`config.mk`:
```
export PLATFORM = sky130hd
export DESIGN_NAME = baud_gen
export DESIGN_NICKNAME = d
export VERILOG_FILES = /design/src/rtl/baud_gen_pkg.sv /design/src/rtl/baud_gen_div_reg.sv /design/src/rtl/baud_gen_timer.sv /design/src/rtl/baud_gen_vote.sv /design/src/rtl/baud_gen.sv
export SDC_FILE = /design/constraint.sdc
export NUM_CORES = 1
export LEC_CHECK = 0
export BUFFER_PORTS_ARGS = -buffer_cell sky130_fd_sc_hd__buf_2
export CORE_MARGIN = 3
export CORE_UTILIZATION = 64
export DETAILED_ROUTE_END_ITERATION = 12
export PLACE_DENSITY = 0.82
export REMOVE_ABC_BUFFERS = 1
export SETUP_SLACK_MARGIN = 0.15
export SYNTH_ARGS = -nofsm -noshare
export SYNTH_HDL_FRONTEND = slang
export SYNTH_HIERARCHICAL = 1
export SYNTH_SLANG_ARGS = --single-unit
export TNS_END_PERCENT = 100
```
`constraint.sdc`:
```
create_clock -name clk -period 6.15 [get_ports clk]
set_input_delay 0.615 -clock clk [delete_from_list [all_inputs] [get_ports clk]]
set_output_delay 0.615 -clock clk [all_outputs]
set_load 0.05 [all_outputs]
```
`src/rtl/baud_gen_pkg.sv`:
```
package baud_gen_pkg;

  // Overall division ratio per bit, in units of (n+1) clocks
  typedef enum logic [1:0] {
    RATE_DIV64 = 2'd0,
    RATE_DIV16 = 2'd1,
    RATE_DIV4  = 2'd2
  } rate_e;

  // Mode decode: synchronous master always runs the shortest ratio and
  // ignores the high-speed select.
  function automatic rate_e pick_rate(input logic sync_m, input logic wide_m,
                                      input logic fast_m);
    rate_e r;
    if (sync_m)       r = RATE_DIV4;
    else if (!wide_m) r = fast_m ? RATE_DIV16 : RATE_DIV64;
    else              r = fast_m ? RATE_DIV4  : RATE_DIV16;
    return r;
  endfunction

endpackage

```
`src/rtl/baud_gen_div_reg.sv`:
```
module baud_gen_div_reg #(
  parameter int BYTE_W = 8,
  parameter int DIV_W  = 2 * BYTE_W
) (
  input  logic              clk,
  input  logic              rst_n,
  input  logic              wr_lo,
  input  logic              wr_hi,
  input  logic [BYTE_W-1:0] wdata,
  input  logic              wide,
  output logic [DIV_W-1:0]  n_eff,
  output logic              wr_any
);

  logic [BYTE_W-1:0] lo_q;
  logic [BYTE_W-1:0] hi_q;

  always_ff @(posedge clk) begin
    if (!rst_n) begin
      lo_q <= '0;
      hi_q <= '0;
    end else begin
      if (wr_lo) lo_q <= wdata;
      if (wr_hi) hi_q <= wdata;
    end
  end

  // Narrow mode zero-extends the low byte; the high byte stays stored but unused
  always_comb begin
    if (wide) n_eff = {hi_q, lo_q};
    else      n_eff = {{(DIV_W - BYTE_W){1'b0}}, lo_q};
  end

  assign wr_any = wr_lo | wr_hi;

endmodule

```
`src/rtl/baud_gen_timer.sv`:
```
module baud_gen_timer
  import baud_gen_pkg::*;
#(
  parameter int DIV_W   = 16,
  parameter int PRE_CNT = 4,
  parameter int OS_STD  = 16,
  parameter int OS_FAST = 4,
  parameter int SLOT_W  = $clog2(OS_STD)
) (
  input  logic              clk,
  input  logic              rst_n,
  input  logic              clear,
  input  logic [DIV_W-1:0]  n_eff,
  input  rate_e             rate,
  output logic              os_tick,
  output logic              baud_tick,
  output logic [SLOT_W-1:0] slot
);

  localparam int PRE_W = (PRE_CNT > 1) ? $clog2(PRE_CNT) : 1;
  localparam logic [PRE_W-1:0]  PRE_LAST  = PRE_W'(PRE_CNT - 1);
  localparam logic [SLOT_W-1:0] SLOT_STD  = SLOT_W'(OS_STD - 1);
  localparam logic [SLOT_W-1:0] SLOT_FAST = SLOT_W'(OS_FAST - 1);

  logic [DIV_W-1:0]  cnt_q;
  logic [PRE_W-1:0]  pre_q;
  logic [SLOT_W-1:0] slot_q;
  logic              base_hit;
  logic              pre_wrap;
  logic              use_pre;
  logic [SLOT_W-1:0] slot_last;

  // Base counter: counts up from 0, terminal when it reaches n.
  // The >= compare keeps it bounded if n shrinks on a mode change.
  assign base_hit = !clear && (cnt_q >= n_eff);

  always_ff @(posedge clk) begin
    if (!rst_n)        cnt_q <= '0;
    else if (clear)    cnt_q <= '0;
    else if (base_hit) cnt_q <= '0;
    else               cnt_q <= cnt_q + 1'b1;
  end

  // Extra divide-by-PRE_CNT stage, used only by the slowest ratio
  assign use_pre  = (rate == RATE_DIV64);
  assign pre_wrap = (pre_q == PRE_LAST);

  always_ff @(posedge clk) begin
    if (!rst_n)        pre_q <= '0;
    else if (clear)    pre_q <= '0;
    else if (base_hit) pre_q <= (pre_wrap || !use_pre) ? '0 : pre_q + 1'b1;
  end

  assign os_tick = base_hit && (!use_pre || pre_wrap);

  // Oversample slot within the bit
  assign slot_last = (rate == RATE_DIV4) ? SLOT_FAST : SLOT_STD;
  assign baud_tick = os_tick && (slot_q >= slot_last);

  always_ff @(posedge clk) begin
    if (!rst_n)         slot_q <= '0;
    else if (clear)     slot_q <= '0;
    else if (baud_tick) slot_q <= '0;
    else if (os_tick)   slot_q <= slot_q + 1'b1;
  end

  assign slot = slot_q;

endmodule

```
`src/rtl/baud_gen_vote.sv`:
```
module baud_gen_vote #(
  parameter int SYNC_STAGES = 2,
  parameter int OS_STD      = 16,
  parameter int OS_FAST     = 4,
  parameter int SLOT_W      = $clog2(OS_STD)
) (
  input  logic              clk,
  input  logic              rst_n,
  input  logic              clear,
  input  logic              rx_pin,
  input  logic              os_tick,
  input  logic [SLOT_W-1:0] slot,
  input  logic              short_bit,
  output logic              rx_bit,
  output logic              rx_valid
);

  // First sample slot (0-based) so that the three samples straddle mid-bit
  localparam logic [SLOT_W-1:0] FIRST_STD  = SLOT_W'(OS_STD / 2 - 2);
  localparam logic [SLOT_W-1:0] FIRST_FAST = SLOT_W'(OS_FAST / 2 - 1);

  logic [SYNC_STAGES-1:0] sync_q;
  logic                   rx_s;
  logic [SLOT_W-1:0]      first;
  logic                   hit_a;
  logic                   hit_b;
  logic                   hit_c;
  logic                   smp_a;
  logic                   smp_b;
  logic                   vote;

  // Synchronizer chain, idle-high line
  always_ff @(posedge clk) begin
    if (!rst_n) sync_q[0] <= 1'b1;
    else        sync_q[0] <= rx_pin;
  end

  for (genvar g = 1; g < SYNC_STAGES; g++) begin : g_sync
    always_ff @(posedge clk) begin
      if (!rst_n) sync_q[g] <= 1'b1;
      else        sync_q[g] <= sync_q[g-1];
    end
  end

  assign rx_s  = sync_q[SYNC_STAGES-1];
  assign first = short_bit ? FIRST_FAST : FIRST_STD;
  assign hit_a = os_tick && (slot == first);
  assign hit_b = os_tick && (slot == first + SLOT_W'(1));
  assign hit_c = os_tick && (slot == first + SLOT_W'(2));
  assign vote  = (smp_a & smp_b) | (smp_a & rx_s) | (smp_b & rx_s);

  always_ff @(posedge clk) begin
    if (!rst_n) begin
      smp_a <= 1'b1;
      smp_b <= 1'b1;
    end else begin
      if (hit_a) smp_a <= rx_s;
      if (hit_b) smp_b <= rx_s;
    end
  end

  always_ff @(posedge clk) begin
    if (!rst_n) begin
      rx_bit   <= 1'b1;
      rx_valid <= 1'b0;
    end else if (clear) begin
      rx_valid <= 1'b0;
    end else if (hit_c) begin
      rx_bit   <= vote;
      rx_valid <= 1'b1;
    end else begin
      rx_valid <= 1'b0;
    end
  end

endmodule

```
`src/rtl/baud_gen.sv`:
```
module baud_gen
  import baud_gen_pkg::*;
#(
  parameter int BYTE_W      = 8,
  parameter int PRE_CNT     = 4,
  parameter int OS_STD      = 16,
  parameter int OS_FAST     = 4,
  parameter int SYNC_STAGES = 2
) (
  input  logic              clk,
  input  logic              rst_n,
  input  logic              enable,
  input  logic              sync_mode,
  input  logic              wide_mode,
  input  logic              fast_mode,
  input  logic              div_wr_lo,
  input  logic              div_wr_hi,
  input  logic [BYTE_W-1:0] div_wdata,
  input  logic              rx_pin,
  output logic              os_tick,
  output logic              baud_tick,
  output logic              sclk_en,
  output logic              rx_bit,
  output logic              rx_valid
);

  localparam int DIV_W  = 2 * BYTE_W;
  localparam int SLOT_W = $clog2(OS_STD);

  logic [DIV_W-1:0]  n_eff;
  logic              wr_any;
  logic              clear;
  rate_e             rate;
  logic [SLOT_W-1:0] slot;

  always_comb rate = pick_rate(sync_mode, wide_mode, fast_mode);

  // A disabled block or any divisor write restarts every counter
  assign clear = !enable || wr_any;

  baud_gen_div_reg #(
    .BYTE_W (BYTE_W),
    .DIV_W  (DIV_W)
  ) u_div (
    .clk    (clk),
    .rst_n  (rst_n),
    .wr_lo  (div_wr_lo),
    .wr_hi  (div_wr_hi),
    .wdata  (div_wdata),
    .wide   (wide_mode),
    .n_eff  (n_eff),
    .wr_any (wr_any)
  );

  baud_gen_timer #(
    .DIV_W   (DIV_W),
    .PRE_CNT (PRE_CNT),
    .OS_STD  (OS_STD),
    .OS_FAST (OS_FAST),
    .SLOT_W  (SLOT_W)
  ) u_timer (
    .clk       (clk),
    .rst_n     (rst_n),
    .clear     (clear),
    .n_eff     (n_eff),
    .rate      (rate),
    .os_tick   (os_tick),
    .baud_tick (baud_tick),
    .slot      (slot)
  );

  baud_gen_vote #(
    .SYNC_STAGES (SYNC_STAGES),
    .OS_STD      (OS_STD),
    .OS_FAST     (OS_FAST),
    .SLOT_W      (SLOT_W)
  ) u_vote (
    .clk       (clk),
    .rst_n     (rst_n),
    .clear     (clear),
    .rx_pin    (rx_pin),
    .os_tick   (os_tick),
    .slot      (slot),
    .short_bit (rate == RATE_DIV4),
    .rx_bit    (rx_bit),
    .rx_valid  (rx_valid)
  );

  assign sclk_en = baud_tick && sync_mode;

endmodule

```
==> metrics.yaml <==
clock_tree:
  cts_tree: "built"
  cts.clk_slew.worst_paths_ns: 0.08
  cts_inserted_buffers: 5
  postCtsSetupRepairBufs: 0
  clockBufferDepth: 2
  ctsResizeCount: 0
  cts_num_sinks: 44
  cts_root_buffer: "clkbuf_8"
  cts_hold_buf: 0
  clkLatencyLatePin_ns: 0.29
  htreeDepth: 2
setup_path:
  crit_path_start_kind: "register"
  crit_buf_inv: 2
  path_class: "reg -> out"
  crit_slowest_cell: "a2111oi_2"
  worstPathCellList: "inv_1 -> ha_1 -> nand2b_1 -> a2111oi_2 -> nor3_2 -> o31ai_4 -> nor2_1 -> and2_2 -> buf_2"
  path_max_fanout: 9
  end_kind: "output port"
  crit_arrival_ns: 2.69
  path_delay_family: "compound AO/OA/AOI/OAI gates"
  crit_required_ns: 5.53
  slowest_delay_ns: 0.48
yosys:
  synthesis.area_mm2: 0.00248
  syn_avg_cell_area_um2: 9.18
  synth-seq-area-share_pct: 35.6
  yosys_register_bits: 44
  synth_cells: 270
  yosys_warnings: 6
  ys_types: 49
power_and_ir_drop:
  powerDensity_mw_per_mm2: 210
  max-vdd-ir-drop_v: 0.000190
  leakage_uw: 0.00112
cells_and_area:
  antenna_cells: 0
  drive_gt1_share_pct: 14.9
  fillCellCount: 264
  fin_nets: 333
  final_cell_area_mm2: 0.00272
  final_cell_mix: "dfxtp_1, nor2_1, nor2b_1"
  final_common_cell: "dfxtp_1"
  area_delta_synth_final_pct: 9.75
timing:
  final.setup_skew_ns: 0.00937
  rsz0062_at_grt: "no"
  fin_crit_sh_pct: 53.7
  report.final.hold_viol_count: 0
  relSlewSlack_pct: 53.3
  drv_slew: 0
  worst_pin_slew_ns: 0.699
  tns_ns: 0
  clock.fmax_mhz: 303
  final.min_clock_period_ns: 3.30
  setup_violations: 0
die:
  ios: 22
  die-area_mm2: 0.00465
  initial_core_util_pct: 70.4
  chipHeight_um: 68.2
  die_width_um: 68.2
  core_area_mm2: 0.00352
  rows: 21
detailed_routing:
  drt_iter0_drc: 90
  wire_per_inst_um: 13.6
  vias: 1909
  dr.pass1.iters: 4
  wl_mm: 4.63
  viasPerCell: 5.60
  drt_drc_violations_left: 0
  ant_nets: 0
placement:
  place_area_mm2: 0.00261
  dp_hpwl_mm: 3.50
  gp_congestion: 0.903
  io_buffers: 21
global_routing:
  grtUsageTotal_pct: 22.2
  grt-ovfl-total: 0
  grt_pass1_vias: 1741
  grt_first_pass_wirelength_mm: 7.85
  grt_max_degree: 27
  antenna_found_initial: 0
hold_path:
  hp-class: "reg -> reg"
job:
  maxCapViolations: 0
run_status:
  status: "finished clean"
## area by class of cell
class	instances	area [um2]	area share [%]
Sequential cell	44	881	32.4
Tap cell	46	57.6	2.12
Inverter	21	78.8	2.90
Clock buffer	5	68.8	2.53
Clock inverter	3	42.5	1.56
Multi-Input combinational cell	201	1490	54.6
Timing Repair Buffer	21	105	3.87
## where the power goes
group	total (uW)	internal [uW]	switching, uW
clock	220	120	99.8
sequential	296	292	4.03
combinational	55.3	26.3	29.0
total	571	438	133
## synth_stat cells (all sizes together)
library cell	count	share of area (%)
nor3	2	0.61
or3b	1	0.35
o21a	1	0.30
o211ai	1	0.50
ha	22	11
a21oi	12	2.4
mux2	1	0.45
xor2	9	3.2
and4	3	1.3
or3	4	1.1
nor4bb	1	0.40
nand3	12	2.4
inv	21	3.2
mux2i	20	8.1
or2b	1	0.30
a31o	1	0.35
or4bb	1	0.45
nor2	26	3.9
and3	2	0.50
nor2b	23	5.8
and4bb	1	0.50
a31oi	1	0.25
o22ai	1	0.50
nand4	4	1.0
a2111oi	1	0.61
nand3b	3	0.91
xnor2	3	1.1
o31ai	1	0.86
buf	4	1.3
nand2	8	1.3
o211a	1	0.40
or2	2	0.50
o21ai	8	1.8
a2bb2oi	1	0.35
a21o	4	1.3
and2	11	2.9
nand2b	5	1.3
dfxtp	44	36
or4	2	0.61
nand4b	1	0.35
## worst reg2reg max path, delay by kind of cell, from the launching register on
kind,cells,cell delay (ns)
multiplexers,1,0.32
flip-flops,1,0.41
AND/OR/NAND/NOR,3,0.45
AO/OA/AOI/OAI,3,1.01
adder cells (fa/ha/maj),1,0.26
buffers and inverters,2,0.23
## metrics by stage
stage               setup WS (ns)  hold slack [ns]  utilization, %  power (uW)  instances
floorplan                    2.69            0.386               -         338        266
global placement             2.94            0.389            74.1         356        333
detailed placement           2.91            0.394            74.1         357        333
CTS                          2.82            0.414            77.2         576        341
global route                 2.65            0.423            77.2         593        341
finish                       2.85            0.412            77.2         571        341
## final timing paths
check	from	end	slack, ns	depth (start not counted)
worst max-delay path	u_timer/cnt_q[0]	sclk_en	2.85	9
worst min-delay path	u_vote/sync_q[0]	u_vote/rx_s	0.41	1
worst max register to register	u_timer/cnt_q[0]	u_vote/rx_bit	3.37	10
worst min register to register	u_vote/sync_q[0]	u_vote/rx_s	0.41	1
## registers in the layout (all words and copies together), names as in the netlist
| register | count |
|---|---|
| u_vote/rx_bit | 1 |
| u_vote/sync_q | 1 |
| u_vote/smp_a | 1 |
| u_vote/rx_s | 1 |
| u_timer/slot | 4 |
| u_vote/rx_valid | 1 |
| u_timer/cnt_q | 16 |
| u_vote/smp_b | 1 |
| u_div/hi_q | 8 |
| u_timer/pre_q | 2 |
| u_div/lo_q | 8 |
## kinds of logic after synthesis
group	Yosys count	synth area share (%)
AND/OR/NAND/NOR	113	26.5
flip-flops	44	35.6
adder cells (fa/ha/maj)	22	11.1
XOR/XNOR	12	4.24
AO/OA/AOI/OAI	33	9.60
multiplexers	21	8.54
buffers and inverters	25	4.50
## per-layer routing
layer  wire length [um]  track usage (%)
met2               2120             36.8
met3                208             4.43
met4                 40             5.21
met1               2260             29.7
met5                  0                0
(Power assumes the default switching activity.)
